$ cat src/rtl/dmt_pkg.sv
package dmt_pkg;
   typedef enum logic {
      TICK_BUS = 1'b0,
      TICK_EXT = 1'b1
   } tick_src_e;

   localparam int unsigned NUM_MATCH = 2;
endpackage

$ cat src/rtl/dmt_tick_gen.sv
module dmt_tick_gen #(
   parameter int unsigned SYNC_STAGES = 2
) (
   input  logic clk,
   input  logic rst_n,
   input  logic src_sel,
   input  logic ext_tick,
   output logic tick_o
);
   import dmt_pkg::*;

   if (SYNC_STAGES < 2) begin : g_bad_stages
      $error("dmt_tick_gen: SYNC_STAGES must be at least 2");
   end

   localparam int unsigned TOP = SYNC_STAGES - 1;

   logic [SYNC_STAGES-1:0] sync_q;
   logic                   prev_q;
   logic                   ext_edge;

   always_ff @(posedge clk) begin
      if (!rst_n) begin
         sync_q <= '0;
         prev_q <= 1'b0;
      end else begin
         sync_q <= {sync_q[SYNC_STAGES-2:0], ext_tick};
         prev_q <= sync_q[TOP];
      end
   end

   assign ext_edge = sync_q[TOP] & ~prev_q;
   assign tick_o   = (tick_src_e'(src_sel) == TICK_EXT) ? ext_edge : 1'b1;


   ext_edge_single_chk: assert property (@(posedge clk) disable iff (!rst_n)
      ext_edge |=> !ext_edge);
endmodule

$ cat src/rtl/dmt_match_unit.sv
module dmt_match_unit #(
   parameter int unsigned CNT_W = 32
) (
   input  logic [CNT_W-1:0]                      reload_i,
   input  logic [dmt_pkg::NUM_MATCH-1:0][CNT_W-1:0] match_i,
   input  logic [CNT_W-1:0]                      cnt_i,
   input  logic                                  ovf_en_i,
   output logic                                  step_evt_o
);
   import dmt_pkg::*;

   logic [CNT_W-1:0]     next_cnt;
   logic [NUM_MATCH-1:0] hit;
   logic [NUM_MATCH-1:0] eff_zero;

   assign next_cnt = cnt_i - 1'b1;

   for (genvar i = 0; i < NUM_MATCH; i++) begin : g_match
      logic [CNT_W-1:0] eff;
      assign eff         = (match_i[i] < reload_i) ? match_i[i] : '0;
      assign eff_zero[i] = (eff == '0);
      assign hit[i]      = (next_cnt != '0) && (next_cnt == eff);
   end

   always_comb begin
      if (next_cnt == '0) begin
         step_evt_o = ovf_en_i | (|eff_zero);
      end else begin
         step_evt_o = |hit;
      end
   end
endmodule

$ cat src/rtl/dmt_count_core.sv
module dmt_count_core #(
   parameter int unsigned CNT_W = 32
) (
   input  logic             clk,
   input  logic             rst_n,
   input  logic             en,
   input  logic             tick,
   input  logic             wr_count,
   input  logic             wr_reload,
   input  logic [CNT_W-1:0] wr_data,
   input  logic [CNT_W-1:0] reload_q,
   output logic [CNT_W-1:0] cnt_q,
   output logic             run_q,
   output logic             dec_o
);
   logic restart;

   assign restart = wr_reload && (reload_q == '0) && (wr_data != '0);

   always_ff @(posedge clk) begin
      if (!rst_n) begin
         run_q <= 1'b0;
         cnt_q <= '0;
      end else begin
         run_q <= en;
         if (en) begin
            if (!run_q) begin
               cnt_q <= reload_q;
            end else if (wr_count || restart) begin
               cnt_q <= wr_data;
            end else if (tick) begin
               cnt_q <= (cnt_q == '0) ? reload_q : cnt_q - 1'b1;
            end
         end
      end
   end

   assign dec_o = en && run_q && !wr_count && !restart && tick && (cnt_q != '0);


   start_load_chk: assert property (@(posedge clk) disable iff (!rst_n)
      (en && !run_q) |=> (cnt_q == $past(reload_q)));

   dec_step_chk: assert property (@(posedge clk) disable iff (!rst_n)
      (run_q && en && tick && !wr_count && !restart && cnt_q != '0)
      |=> (cnt_q == $past(cnt_q) - 1'b1));

   wrap_chk: assert property (@(posedge clk) disable iff (!rst_n)
      (run_q && en && tick && !wr_count && !restart && cnt_q == '0)
      |=> (cnt_q == $past(reload_q)));
endmodule

$ cat src/rtl/dmt_timer.sv
module dmt_timer #(
   parameter int unsigned CNT_W       = 32,
   parameter int unsigned SYNC_STAGES = 2
) (
   input  logic             clk,
   input  logic             rst_n,
   input  logic             en,
   input  logic             tick_src,
   input  logic             ovf_irq_en,
   input  logic             ext_tick,
   input  logic             wr_count,
   input  logic             wr_reload,
   input  logic             wr_match0,
   input  logic             wr_match1,
   input  logic [CNT_W-1:0] wr_data,
   output logic [CNT_W-1:0] count_o,
   output logic             irq_level,
   output logic             event_pulse
);
   import dmt_pkg::*;

   if (CNT_W < 2) begin : g_bad_width
      $error("dmt_timer: CNT_W must be at least 2");
   end

   logic [CNT_W-1:0]                reload_q;
   logic [NUM_MATCH-1:0][CNT_W-1:0] match_q;
   logic [NUM_MATCH-1:0]            wr_match;
   logic [CNT_W-1:0]                cnt_q;
   logic                            run_q;
   logic                            dec;
   logic                            tick;
   logic                            step_evt;
   logic                            evt_q;
   logic                            irq_q;

   assign wr_match = {wr_match1, wr_match0};

   always_ff @(posedge clk) begin
      if (!rst_n) begin
         reload_q <= '0;
      end else if (wr_reload) begin
         reload_q <= wr_data;
      end
   end

   for (genvar i = 0; i < NUM_MATCH; i++) begin : g_mreg
      always_ff @(posedge clk) begin
         if (!rst_n) begin
            match_q[i] <= '0;
         end else if (wr_match[i]) begin
            match_q[i] <= wr_data;
         end
      end
   end

   dmt_tick_gen #(.SYNC_STAGES(SYNC_STAGES)) i_tick (
      .clk      (clk),
      .rst_n    (rst_n),
      .src_sel  (tick_src),
      .ext_tick (ext_tick),
      .tick_o   (tick)
   );

   dmt_count_core #(.CNT_W(CNT_W)) i_core (
      .clk       (clk),
      .rst_n     (rst_n),
      .en        (en),
      .tick      (tick),
      .wr_count  (wr_count),
      .wr_reload (wr_reload),
      .wr_data   (wr_data),
      .reload_q  (reload_q),
      .cnt_q     (cnt_q),
      .run_q     (run_q),
      .dec_o     (dec)
   );

   dmt_match_unit #(.CNT_W(CNT_W)) i_match (
      .reload_i   (reload_q),
      .match_i    (match_q),
      .cnt_i      (cnt_q),
      .ovf_en_i   (ovf_irq_en),
      .step_evt_o (step_evt)
   );

   always_ff @(posedge clk) begin
      if (!rst_n) begin
         evt_q <= 1'b0;
         irq_q <= 1'b0;
      end else begin
         evt_q <= dec & step_evt;
         irq_q <= irq_q ^ (dec & step_evt);
      end
   end

   assign count_o     = run_q ? cnt_q : reload_q;
   assign irq_level   = irq_q;
   assign event_pulse = evt_q;


   irq_toggle_chk: assert property (@(posedge clk) disable iff (!rst_n)
      evt_q |-> (irq_q != $past(irq_q)));

   irq_hold_chk: assert property (@(posedge clk) disable iff (!rst_n)
      !evt_q |-> (irq_q == $past(irq_q)));
endmodule

$ cat config.mk
export PLATFORM = sky130hd
export DESIGN_NAME = dmt_timer
export DESIGN_NICKNAME = d
export VERILOG_FILES = /design/src/rtl/dmt_pkg.sv /design/src/rtl/dmt_tick_gen.sv /design/src/rtl/dmt_match_unit.sv /design/src/rtl/dmt_count_core.sv /design/src/rtl/dmt_timer.sv
export SDC_FILE = /design/constraint.sdc
export NUM_CORES = 1
export LEC_CHECK = 0
export ABC_AREA = 0
export CORE_MARGIN = 2
export CORE_UTILIZATION = 57
export CTS_BUF_LIST = sky130_fd_sc_hd__clkbuf_16
export CTS_CLUSTER_DIAMETER = 80
export DETAILED_ROUTE_END_ITERATION = 10
export PLACE_DENSITY = 0.78
export SKIP_LAST_GASP = 1
export SYNTH_ARGS = -nofsm -noshare
export SYNTH_HDL_FRONTEND = slang
export SYNTH_SLANG_ARGS = --single-unit
$ cat constraint.sdc
create_clock -name clk -period 7.2 [get_ports clk]
set_clock_uncertainty 0.1 [all_clocks]
set_input_delay 1.44 -clock clk [delete_from_list [all_inputs] [get_ports clk]]
set_output_delay 1.44 -clock clk [all_outputs]
set_load 0.02 [all_outputs]
==> results.md <==
Placement:
- Including well taps, the total number of placed cells is 1604.
- The detailed-placement wirelength estimate is between 30000 and 40000 um.
- The quantity of I/O buffers inserted on ports is 75.
- The congestion estimate from routability-driven global placement came to about 1.1.

GRT:
- The wire length of the first global-routing pass is 65600 um.
- The global-route congestion overflow total is 0.
- Entering global routing, the biggest net connects 76 pins.
- The number of global-route vias before repair is between 10k and 15k.
- The number of antenna violations at the first check in global routing is 1.
- Global routing consumed, over all layers together, 44.2% of the routing resources.

Detailed routing:
- The count of TritonRoute iterations in the first routing pass is 6.
- The average detailed-routed wire length per instance is around 27 um.
- In the routed design, unresolved DRC markers number 0.
- The vias after detailed routing is 11.6k.
- The final layout contains routed wiring with a total length of 44600 um.
- The number of nets with antenna violations after routing is 0.
- For this block, the initial DRC count from the detailed router was between 1.5k and 2k.
- The via density per instance is slightly above 7.

Synth:
- The number of synthesized register bits is 134.
- During synthesis, Yosys emitted a total of 0 warnings.
- After synthesis, the share of flip-flops with an asynchronous set or reset is 0%.
- In this run the biggest area consumer among cell types represents 25.1% of the synthesized area.
- The sequential cell area fraction in the yosys report is 25.1%.
- For this run, the leading register cell type out of synthesis is dfxtp_1.
- The largest total area in the synthesized netlist belongs to dfxtp_1.
- The count of flip-flops with a built-in enable after synthesis is 0.
- When the netlist entered floorplanning its net count stood at 1478.
- The count of cell types in the netlist is just under 80.
- Averaged over all synthesized cells, the footprint is just under 8 um^2.
- Synthesis produced a netlist whose cell count is 1371.
- In the post-synthesis netlist, the biggest area contributors are dfxtp_1 (25%), mux2i_1 (9.4%), nor2_1 (7.8%), ha_1 (7.6%), o21ai_0 (4.7%).
- The post-synthesis instance area is 10700 um^2.

STA:
- The transition time at the pin with the least slew margin is 1220 ps.
- The total setup violations reported at the end of the flow is 0.
- The final number of hold-violating endpoints came to 0.
- After layout, the minimum clock period comes to 5420 ps.
- The total count of max-transition violations in the final report is 0.
- Setup repair after global routing left no endpoint under its margin.
- Summed over all failing endpoints, the final setup total negative slack is 0 ps.
- The period utilization is 75.2%.
- Static timing analysis puts the maximum clock frequency at 185 MHz.
- The worst slew margin relative to its limit is a little under a fifth.

Final layout:
- The share of final-layout standard cells stronger than drive strength 1 is 5.85%.
- From synthesis to final layout, the design area changed by 13.7%.
- The count of placed standard cells in the final layout, fillers left out is 1636.
- The library cells used most frequently in the layout, excluding fill and tap cells, are nor2_1 (221), dfxtp_1 (133), o21ai_0 (101).
- The most common cell after layout, fill and taps aside is nor2_1.
- The number of nets in the layout is approximately 1.5k.
- The number of filler cells placed in the layout is between 1.5k and 2k.

Power:
- The worst-case IR drop observed on VDD is 180 uV.
- The part of the total power dissipated in sequential elements is 31.3%.
- Net switching is 38.7% of the power.
- For this design the ratio of total power to cell area is 234 nW/um^2.
- The combinational power share is 34.5%.
- The switching power summed over all nets is 1.10 mW.
- The internal portion of total power is 1.74 mW.
- The clock network fraction of total power is between 30 and 40%.
- In this run the static leakage power is 4.78 nW.
- Overall power consumption after layout is estimated at 2.84 mW.

Clock network:
- The buffer type at the clock tree root is clkbuf_16.
- TritonCTS created 17 clock buffers.
- The number of hold buffers added after cts is 0.
- In this run the deepest clock path goes through 2 buffers.
- The CTS sink count is 134.
- Gates resized during post-CTS repair numbered 0.
- Clock latency on the worst-skew pair, taken at its later pin, is about 430 ps.
- The CTS tree is built.
- In this run the post-CTS setup repair buffer count came out at 0.
- After clock tree synthesis, the clock-pin slew on the worst setup and hold paths is around 60 ps.
- The H-tree was split into 4 levels.

Worst hold path:
- The beginning of the worst hold path is i_tick.sync_q[0].
- The worst hold-check path type is register to register.

Floorplan:
- The area of the die is 19900 um^2.
- The die is approximately 140 um wide.
- The initial core utilization is 57.5%.
- The height of the die is 141 um.
- The number of top-level pins is 76.
- In this run the core area contains 50 standard-cell rows.
- The area of the core region is 18600 um^2.

Worst setup path:
- Of all nets on the critical path, the largest fanout is 63.
- The worst setup path is captured at a register.
- The worst setup path is launched from an input pin.
- Walking the worst path, the cells encountered are clkdlybuf4s50_1 -> nor4_1 -> nand4_1 -> or2_2 -> a31oi_4 -> buf_4 -> nand2_1 -> nor2_1 -> o2111ai_1 -> nor4_1 -> a211oi_1 -> mux2i_1.
- The required time reported for the critical path endpoint is approximately 7400 ps.
- The worst register-to-register path begins at reload_q[26].
- The signal arrival time at the worst endpoint is 5630 ps.
- The stage delay of the slowest cell on the critical path is 760 ps.
- The startpoint of the most critical setup path is wr_data[22].
- The number of buffers and inverters on the critical path is 2.
- In this design, the critical path's most frequently occurring cell is nor4_1.
- The cell family contributing the most delay on the critical path is simple AND/OR/NAND/NOR gates.
- The critical path is of the input pin to register type.
- The slowest stage of the critical path belongs to the cell nor4_1.

Run status:
- The flow ran to the end, and the final reports show no timing, DRC or antenna violations.

Flow run:
- The tool flagged a number of max-cap violations equal to 0.
## power groups by stage
stage,Sequential (mW),Combinational (mW),Clock [mW]
after detailed placement,0.896,0.930,0
after CTS,0.881,0.938,0.975
after global placement,0.896,0.927,0
after floorplan,0.838,0.631,0
final,0.888,0.979,0.974
after global routing,0.889,1.03,1.01
## registers in the layout (all words and copies together), names as in the netlist
register,flops
event_pulse,1
i_tick.sync_q,2
match_q,64
irq_level,1
reload_q,32
i_core.cnt_q,32
i_tick.prev_q,1
i_core.run_q,1
## cell families (layout without fill, tap and decap cells)
| logic type | count (synthesis) | after routing | synth area share, % |
|---|---|---|---|
| AND/OR/NAND/NOR | 558 | 558 | 26.5 |
| AO/OA/AOI/OAI | 320 | 320 | 19.5 |
| buffers and inverters | 135 | 165 | 4.96 |
| flip-flops | 134 | 134 | 25.1 |
| multiplexers | 102 | 102 | 9.58 |
| adder cells (fa/ha/maj) | 65 | 65 | 7.61 |
| XOR/XNOR | 57 | 57 | 6.76 |
| other | 0 | 1 | 0 |
## stage by stage
step | hold WS (ps) | util (%) | setup WS (ps) | cell area (um^2)
6_report | 332 | 65.4 | 1780 | 12200
5_1_grt | 344 | 65.4 | 1730 | 12100
4_1_cts | 337 | 65.4 | 2040 | 12100
3_5_place_dp | 322 | 62.0 | 1610 | 11500
3_3_place_gp | 316 | 62.0 | 1690 | 11500
2_1_floorplan | 310 | - | 3250 | 10700
## path summary, 6_finish.rpt
check                     end  slack, ps  cells after the start
max                 irq_level       1780                     12
min          i_tick.sync_q[1]        330                      1
max reg2reg         irq_level       1840                     12
min reg2reg  i_tick.sync_q[1]        330                      1
## per-layer routing
layer  track usage, %  routed length, um  up-vias
met5                0                  0        -
met4             22.3               2560        0
met3             13.9               5540      148
met2             67.5              19300      815
met1             56.3              17300     5489
li1                 -                  -     5126
## synthesized netlist by cell type (all sizes together) (12+ instances only)
master and instances:
dfxtp 134, o311ai 18, o21ai 102, nor2 221, nor3 19, buf 18
clkbuf 73, xnor2 27, a21oi 66, nand2 87, nand3 43, a211oi 36
nand4 33, nor2b 13, and2 12, nor4 45, or4 19, xor2 14
xnor3 14, ha 65, mux2i 100, inv 44
## area by class of cell
cell class / instances / area [um^2] / share of cell area [%]
Tap cell: 234 / 293 / 2.41
Sequential cell: 134 / 2690 / 22.1
Inverter: 44 / 168 / 1.38
Clock inverter: 14 / 211 / 1.74
Multi-Input combinational cell: 1102 / 7520 / 61.9
Antenna cell: 1 / 2.50 / 0.0206
Clock buffer: 17 / 425 / 3.50
Timing Repair Buffer: 90 / 848 / 6.98
No activity file was read; power rests on OpenSTA's default activity.
